$ cat config.mk
export PLATFORM = sky130hd
export DESIGN_NAME = phase_lock_judge
export DESIGN_NICKNAME = d
export VERILOG_FILES = /design/src/rtl/ljd_pkg.sv /design/src/rtl/ljd_edge_pick.sv /design/src/rtl/ljd_err_meter.sv /design/src/rtl/ljd_lock_track.sv /design/src/rtl/phase_lock_judge.sv
export SDC_FILE = /design/constraint.sdc
export NUM_CORES = 1
export LEC_CHECK = 0
export ABC_CLOCK_PERIOD_IN_PS = 3200
export BUFFER_PORTS_ARGS = -buffer_cell sky130_fd_sc_hd__buf_2
export CORE_MARGIN = 3
export CORE_UTILIZATION = 56
export DETAILED_ROUTE_END_ITERATION = 8
export PLACE_DENSITY_LB_ADDON = 0.05
export SKIP_CTS_REPAIR_TIMING = 1
export SYNTH_ARGS = -nofsm -noshare
export SYNTH_HDL_FRONTEND = slang
export SYNTH_SLANG_ARGS = --single-unit
export TNS_END_PERCENT = 10
$ cat constraint.sdc
create_clock -name clk -period 3.2 [get_ports clk]
set_clock_uncertainty 0.15 [all_clocks]
set_input_delay 0.96 -clock clk [delete_from_list [all_inputs] [get_ports clk]]
set_output_delay 0.96 -clock clk [all_outputs]
set_load 0.01 [all_outputs]
$ cat src/rtl/ljd_pkg.sv
// Shared types for the hysteretic lock detector.
// Assumes nothing beyond IEEE 1800-2017 synthesizable subset.
package ljd_pkg;

    // States of the phase-error meter
    typedef enum logic [1:0] {
        MS_IDLE = 2'd0,   // waiting for the first edge of a pair
        MS_MEAS = 2'd1,   // counting until the partner edge arrives
        MS_LATE = 2'd2    // verdict already bad, partner edge still owed
    } meter_state_t;

    // One comparison outcome
    typedef struct packed {
        logic valid;
        logic good;
    } verdict_t;

endpackage

$ cat src/rtl/ljd_edge_pick.sv
// Rising-edge picker for a group of pulse lanes.
// Registers each lane once, then flags a cycle where the registered sample
// is high and the one before it was low. Every lane has identical latency,
// so relative timing between lanes is preserved.
// Assumes pulses are at least one sample cycle wide.
module ljd_edge_pick #(
    parameter int LANES = 2
) (
    input  logic             clk,
    input  logic             rst_n,
    input  logic [LANES-1:0] pulse_in,
    output logic [LANES-1:0] rise_out
);

    logic [LANES-1:0] samp_q;
    logic [LANES-1:0] prev_q;

    for (genvar g = 0; g < LANES; g++) begin : g_lane
        // capture the lane and its previous value
        always_ff @(posedge clk) begin
            if (!rst_n) begin
                samp_q[g] <= 1'b0;
                prev_q[g] <= 1'b0;
            end else begin
                samp_q[g] <= pulse_in[g];
                prev_q[g] <= samp_q[g];
            end
        end

        // a rising edge is a new high following a low
        always_comb rise_out[g] = samp_q[g] & ~prev_q[g];

        AST_RISE_SINGLE: assert property (@(posedge clk) disable iff (!rst_n)
            rise_out[g] |=> !rise_out[g]);
    end

endmodule

$ cat src/rtl/ljd_err_meter.sv
// Phase-error meter.
// Waits for a rising edge on either lane and counts sample cycles until the
// partner lane's edge arrives. A verdict is emitted for each comparison:
// - good when the partner arrives with count <= limit;
// - bad as soon as the count reaches the limit with the partner still absent.
// After an early bad verdict, the late partner edge is consumed.
// Assumes the limit does not change while a count is running.
module ljd_err_meter
    import ljd_pkg::*;
#(
    parameter int CNT_W = 8
) (
    input  logic             clk,
    input  logic             rst_n,
    input  logic             clr,
    input  logic             ref_rise,
    input  logic             fb_rise,
    input  logic [CNT_W-1:0] limit,
    output verdict_t         verdict
);

    localparam logic [CNT_W-1:0] CNT_ONE = CNT_W'(1);

    meter_state_t     state_q;
    logic [CNT_W-1:0] cnt_q;
    logic             ref_first_q;
    logic             partner_rise;
    logic             lead_rise;

    // the edge that closes the pair, and the edge that opened it
    always_comb begin
        partner_rise = ref_first_q ? fb_rise  : ref_rise;
        lead_rise    = ref_first_q ? ref_rise : fb_rise;
    end

    // comparison sequencing and error counting
    always_ff @(posedge clk) begin
        if (!rst_n || clr) begin
            state_q       <= MS_IDLE;
            cnt_q         <= '0;
            ref_first_q   <= 1'b0;
            verdict.valid <= 1'b0;
            verdict.good  <= 1'b0;
        end else begin
            verdict.valid <= 1'b0;
            verdict.good  <= 1'b0;
            unique case (state_q)
                MS_IDLE: begin
                    if (ref_rise && fb_rise) begin
                        verdict.valid <= 1'b1;
                        verdict.good  <= 1'b1;
                    end else if (ref_rise || fb_rise) begin
                        ref_first_q <= ref_rise;
                        cnt_q       <= CNT_ONE;
                        if (limit == '0) begin
                            verdict.valid <= 1'b1;
                            state_q       <= MS_LATE;
                        end else begin
                            state_q <= MS_MEAS;
                        end
                    end
                end
                MS_MEAS: begin
                    if (partner_rise) begin
                        verdict.valid <= 1'b1;
                        verdict.good  <= 1'b1;
                        state_q       <= MS_IDLE;
                    end else if (cnt_q >= limit) begin
                        verdict.valid <= 1'b1;
                        state_q       <= MS_LATE;
                    end else begin
                        cnt_q <= cnt_q + CNT_ONE;
                    end
                end
                MS_LATE: begin
                    if (partner_rise) begin
                        state_q <= MS_IDLE;
                    end else if (lead_rise) begin
                        cnt_q <= CNT_ONE;
                        if (limit == '0) begin
                            verdict.valid <= 1'b1;
                        end else begin
                            state_q <= MS_MEAS;
                        end
                    end
                end
                default: state_q <= MS_IDLE;
            endcase
        end
    end

    AST_CNT_NONZERO: assert property (@(posedge clk) disable iff (!rst_n)
        (state_q == MS_MEAS) |-> (cnt_q != '0));
    AST_VERDICT_ENDS: assert property (@(posedge clk) disable iff (!rst_n)
        verdict.valid |-> (state_q != MS_MEAS));
    AST_BAD_OWES_EDGE: assert property (@(posedge clk) disable iff (!rst_n || clr)
        (verdict.valid && !verdict.good) |-> (state_q == MS_LATE));

endmodule

$ cat src/rtl/ljd_lock_track.sv
// Lock state tracker.
// Counts consecutive good verdicts while unlocked, and locks after GOOD_RUN
// of them. Any bad verdict clears both the lock and the count. Chooses the
// active limit from the lock state: acquire limit unlocked, hold limit locked.
// Assumes verdicts are single-cycle strobes.
module ljd_lock_track
    import ljd_pkg::*;
#(
    parameter int CNT_W    = 8,
    parameter int GOOD_RUN = 5
) (
    input  logic             clk,
    input  logic             rst_n,
    input  logic             pwr_dn,
    input  verdict_t         verdict,
    input  logic [CNT_W-1:0] thr_acquire,
    input  logic [CNT_W-1:0] thr_hold,
    output logic [CNT_W-1:0] limit,
    output logic             lock_q
);

    localparam int                RUN_W    = $clog2(GOOD_RUN + 1);
    localparam logic [RUN_W-1:0]  RUN_LAST = RUN_W'(GOOD_RUN - 1);

    logic [RUN_W-1:0] run_q;

    // the limit follows the lock state (hysteresis)
    always_comb limit = lock_q ? thr_hold : thr_acquire;

    // run counting and lock flag update
    always_ff @(posedge clk) begin
        if (!rst_n || pwr_dn) begin
            lock_q <= 1'b0;
            run_q  <= '0;
        end else if (verdict.valid) begin
            if (!verdict.good) begin
                lock_q <= 1'b0;
                run_q  <= '0;
            end else if (!lock_q) begin
                if (run_q == RUN_LAST) begin
                    lock_q <= 1'b1;
                    run_q  <= '0;
                end else begin
                    run_q <= run_q + RUN_W'(1);
                end
            end
        end
    end

    AST_PWRDN_LOW: assert property (@(posedge clk) disable iff (!rst_n)
        pwr_dn |=> !lock_q);
    AST_BAD_DROPS: assert property (@(posedge clk) disable iff (!rst_n)
        (verdict.valid && !verdict.good) |=> !lock_q);
    AST_BAD_CLEARS_RUN: assert property (@(posedge clk) disable iff (!rst_n)
        (verdict.valid && !verdict.good) |=> (run_q == '0));
    AST_RISE_ON_GOOD: assert property (@(posedge clk) disable iff (!rst_n)
        $rose(lock_q) |-> $past(verdict.valid && verdict.good));
    AST_QUIET_STABLE: assert property (@(posedge clk) disable iff (!rst_n)
        (!verdict.valid && !pwr_dn) |=> $stable(lock_q));
    AST_RUN_BOUND: assert property (@(posedge clk) disable iff (!rst_n)
        run_q <= RUN_LAST);

endmodule

$ cat src/rtl/phase_lock_judge.sv
// Hysteretic digital lock detector, top level.
// Picks rising edges of the reference and feedback pulses, measures their
// separation in sample cycles, and turns the verdicts into a lock flag. The
// limit in use depends on the flag (acquire vs hold).
// Assumes pulses are synchronous to, or slower than, the sample clock.
module phase_lock_judge
    import ljd_pkg::*;
#(
    parameter int CNT_W    = 8,
    parameter int GOOD_RUN = 5
) (
    input  logic             clk,
    input  logic             rst_n,
    input  logic             pwr_dn,
    input  logic             ref_pulse,
    input  logic             fb_pulse,
    input  logic [CNT_W-1:0] thr_acquire,
    input  logic [CNT_W-1:0] thr_hold,
    output logic             lock_out
);

    logic [1:0]       rise;
    logic [CNT_W-1:0] limit;
    verdict_t         verdict;

    ljd_edge_pick #(.LANES(2)) u_edges (
        .clk      (clk),
        .rst_n    (rst_n),
        .pulse_in ({fb_pulse, ref_pulse}),
        .rise_out (rise)
    );

    ljd_err_meter #(.CNT_W(CNT_W)) u_meter (
        .clk      (clk),
        .rst_n    (rst_n),
        .clr      (pwr_dn),
        .ref_rise (rise[0]),
        .fb_rise  (rise[1]),
        .limit    (limit),
        .verdict  (verdict)
    );

    ljd_lock_track #(.CNT_W(CNT_W), .GOOD_RUN(GOOD_RUN)) u_track (
        .clk         (clk),
        .rst_n       (rst_n),
        .pwr_dn      (pwr_dn),
        .verdict     (verdict),
        .thr_acquire (thr_acquire),
        .thr_hold    (thr_hold),
        .limit       (limit),
        .lock_q      (lock_out)
    );

    AST_RESET_LOW: assert property (@(posedge clk)
        !rst_n |=> !lock_out);

endmodule

# == Yosys cells after proc, flatten, opt, wreduce, memory -nomap -nowiden ==
# Index checks and enable logic that the tools add are counted.
# totals
out_inout_bits,1
reg_bits,21
elab_cells,79
# classes
n_eq_ne,13
bitwise,5
muxes,36
n_lt_le_gt_ge,1
addsub,2
reduce_logical,11
# ops
cell,n
2-to-1 mux 8 bit,7
one-hot mux 8 bit (3 select lines),1
2-to-1 mux 2 bit,8
2-to-1 mux 1 bit,14
"inequality test 2 bit, second input constant",5
2-to-1 mux 3 bit,3
"adder 8 x 1 -> 8 bit, second input constant",1
>= comparator 8 bit,1
zero test 8 bit,1
AND reduction 7 bit,1
"inequality test 3 x 1 -> 1 bit, second input constant",2
one-hot mux 2 bit (3 select lines),1
AND reduction 5 bit,1
"inequality test 2 x 1 -> 1 bit, second input constant",2
"adder 3 x 1 -> 3 bit, second input constant",1
"equality test 3 bit, second input constant",1
"inequality test 3 x 2 -> 1 bit, second input constant",1
NOT 1 bit,3
one-hot mux 1 bit (3 select lines),1
AND reduction 3 bit,1
nonzero test 3 bit,1
AND 1 bit,2
"equality test 2 x 1 -> 1 bit, second input constant",1
"equality test 2 bit, second input constant",1
6 further kinds,7

# == Longest topological paths before layout ==
# logic_depth
ltp_word,6
mapped_depth,9

# == Cells and area by module ==
# From an unflattened synthesis, not the netlist that was laid out.
# unflattened
hier_cells,169
hier_area_um2,1503.9
# by_module_without_submodules
mod,area_each_um2,seq_area_each_um2,cells_each,n_inst
ljd_err_meter,1062.3,260.2,125,1
ljd_lock_track,324.1,80.1,34,1
ljd_edge_pick,117.6,80.1,10,1

# == Worst setup path after synthesis ==
# Ideal clock, no wire load.
# synth_timing
path_kind,register to register
startpoint,register u_track.lock_q
endpoint,register u_meter.cnt_q[3]
period_less_slack_ps,2936
required_ps,2930
path_stages_with_launch,9
setup_slack_ps,264
n_path_buf,1
setup_ps,120
t_arrival_ps,2666
cell_sequence,dfxtp_1 > buf_1 > mux2i_1 > ha_1 > a211o_1 > a2111oi_4 > o21ai_2 > o311a_1 > a211o_1
# synth_between
elab_chain_cells,4
# synth_rtl
element,line,rtl
"start, declared",ljd_lock_track.sv:19,output logic lock_q
"start signal, assigned",ljd_lock_track.sv:33,lock_q <= 1'b0;
"start signal, assigned",ljd_lock_track.sv:37,lock_q <= 1'b0;
"start signal, assigned",ljd_lock_track.sv:41,lock_q <= 1'b1;
2-to-1 mux 8 bit,ljd_lock_track.sv:28,always_comb limit = lock_q ? thr_hold : thr_acquire;
>= comparator 8 bit,ljd_err_meter.sv:68,end else if (cnt_q >= limit) begin
inequality test 2 bit (no line),--,
AND reduction 7 bit (no line),--,
"end signal, assigned",ljd_err_meter.sv:72,cnt_q <= cnt_q + CNT_ONE;
"end, declared",ljd_err_meter.sv:25,logic [CNT_W-1:0] cnt_q;
# No other way between the ends.
# A chain may end at the register's enable or synchronous reset.

# == Final worst setup path ==
# layout_timing
startpoint,register u_track.lock_q
endpoint,register u_meter.cnt_q[5]
# Same word-level chain as after synthesis.

==> results.md <==
* Min-Delay Path Class: flip-flop to flip-flop
* FMAX at 351 MHz
* Count of flip-flops with a built-in enable after synthesis at 0
* Leakage at 0.684 nW
* Worst-Skew Late Latency at 310 ps
* Largest net degree at the start of global routing at 13
* Starting DRC count in detailed routing at 42
* Antenna cells at 0
* Post-DR vias/cell at 6.14
* Power Density at 306 nW/um2
* Hold Slack at 345 ps
* Maxcap violations at 0
* Clock Tree Root: clkbuf_4
* Tmin final at 2850 ps
* Synth cell types at 44
* Share of layout cells above drive strength 1 at 18.1%
* IO buf count at 21
* Core area at 2320 um2
* Top FF cell, synth: dfxtp_1
* Max_slew headroom at 63.7%
* GRT Util Overall at 20.0%
* FP Rows at 17
* Num CTS Buffers at 3
* Clock-pin slew on the worst setup and hold paths at 120 ps
* Layout area overhead at 12.3%
* PnR worst setup slack at 352 ps
* DRT Wirelength at 3070 um
* Die boundary width at 56.5 um
* Mapped cell area at 1430 um2
* Starting Density at 61.6%
* Remaining DRCs at 0
* Syn Area/Cell at 8.45 um2
* Final worst path period share at 89.0%
* CTS Buffer Depth at 2
* Via count of the first global-routing pass at 1,176
* Post-detail-place hpwl at 2440 um
* Pre-CTS worst setup slack at 104 ps
* Final-report max-slew violation count at 0
* Antenna viol nets, final at 0
* Data arrival time of the worst path at 2900 ps
* Placer's final routability congestion estimate at 0.831
* Sequential share of the synthesized area at 29.4%
* Vias after detailed routing at 1,357
* Max VDD drop at 0.290 mV
* Asr flop ratio synth at 0%
* Drt wl/cell at 13.9 um
* Die height at 56.5 um
* Die ar. at 3190 um2
* H-tree Lvls at 1
* First-pass GRT wire length at 5200 um
* Worst Tran Pin Value at 544 ps
* Hold Fails Final Rpt at 0
* Startpoint Class: flip-flop
* Nets@finish at 226
* Critical-path maximum fanout at 11
* CTS tree: done
* Placement Cell Area at 1580 um2
* Synth Warn # at 0
* Crit Path Class: flip-flop to flip-flop
* Unrepaired setup endpoints after global routing: false
* IO Pins at 22
* Crit end category: flip-flop
* Layout Cell Area excl Fill at 1600 um2
* Worst EP required at 3260 ps
* Cell count after synthesis at 169
* Post-Syn Nets at 201
* Flops & latches, synth at 21
* Clock sink count at 21
* Initial antenna violation count at 0
* Final setup violation count at 0
* Setup TNS at 0 ps
* TritonRoute pass-1 iters at 4
* Outcome: complete, no violations
* Grt ovf at 0
## synth_stat cells (2+ instances only)
library cell / count / area, um2
and2_1: 4 / 25.0
mux2i_1: 7 / 70.1
dfxtp_1: 21 / 420
o21a_1: 2 / 15.0
nand2_1: 14 / 52.6
or2_2: 2 / 12.5
o211a_1: 2 / 20.0
nand3_1: 3 / 15.0
a211o_1: 7 / 61.3
o31ai_1: 2 / 15.0
o21ai_0: 11 / 55.1
nand2b_1: 5 / 31.3
nor3_1: 4 / 20.0
nor4_1: 7 / 43.8
inv_1: 7 / 26.3
and3_1: 2 / 12.5
o211ai_1: 3 / 22.5
a31oi_1: 3 / 18.8
ha_1: 11 / 138
clkbuf_1: 3 / 11.3
nor2_1: 9 / 33.8
a22oi_1: 3 / 22.5
o311ai_0: 2 / 17.5
xnor2_1: 2 / 17.5
a21oi_1: 10 / 50.1
nor2b_1: 5 / 31.3
## state kept, by name, indices dropped and copies added (netlist names)
register and flops:
u_meter.cnt_q 8, u_track.run_q 3, u_edges.prev_q 2, u_edges.samp_q 2, u_meter.state_q 2, u_meter.verdict 2
u_meter.ref_first_q 1, u_track.lock_q 1
## final timing paths
kind / start / end / slack (ps) / depth (start not counted)
hold / removal: u_track.run_q[2] / u_track.run_q[2] / 340 / 2
setup reg to reg: u_track.lock_q / u_meter.cnt_q[5] / 350 / 8
setup / recovery: u_track.lock_q / u_meter.cnt_q[5] / 350 / 8
hold reg to reg: u_track.run_q[2] / u_track.run_q[2] / 340 / 2
## cell families (layout without fill, tap and decap cells)
kind of cell | count (synthesis) | in the layout | synth area share, %
fa+ha+maj | 11 | 11 | 9.64
compound gates | 55 | 55 | 28.3
flops | 21 | 21 | 29.4
xor+xnor | 2 | 2 | 1.23
buf+inv | 12 | 36 | 3.42
simple gates | 60 | 60 | 22.3
mux | 8 | 8 | 5.70
## routing by layer
metal | track usage [%] | share of wire [%] | vias up
met1 | 29.0 | 51 | 605
li1 | - | - | 697
met4 | 6.10 | 1.4 | 0
met2 | 29.9 | 41 | 51
met5 | 0 | 0 | -
met3 | 3.45 | 6.5 | 4
## power by group
part	total [W]	internal [W]	switching, W
sequential	0.000277	0.000268	0.00000943
clock	0.000128	0.0000467	0.0000812
combinational	0.0000858	0.0000392	0.0000466
## placed cells by master, fill, tap and decap left out, types with 7 or more instances in the layout
cell type / count
buf_2: 21
o21ai_0: 11
dfxtp_1: 21
mux2i_1: 7
ha_1: 11
a211o_1: 7
nand2_1: 14
inv_1: 7
nor2_1: 9
nor4_1: 7
a21oi_1: 10
## area by class of cell
type,instances,area [um2]
Sequential cell,21,420
Fill cell,195,716
Clock inverter,1,5.00
Timing Repair Buffer,25,135
Tap cell,28,35.0
Multi-Input combinational cell,136,958
Inverter,7,26.3
Clock buffer,3,22.5
## metrics by stage
stage               power, W  util (%)  std cells
CTS                 0.000497      69.1        221
global placement    0.000365      67.9        217
detailed placement  0.000368      67.9        217
global route        0.000520      69.1        221
floorplan           0.000338         -        169
finish              0.000491      69.1        221
## worst max-delay path: stages (launching register included)
cell and delay [ps]:
dfxtp_1 600, buf_4 240, mux2i_1 220, ha_1 270, o21a_1 140, a2111oi_4 380, o21a_1 320, a41oi_1 150
a211o_1 280
Power figures use the tool's default switching activity.
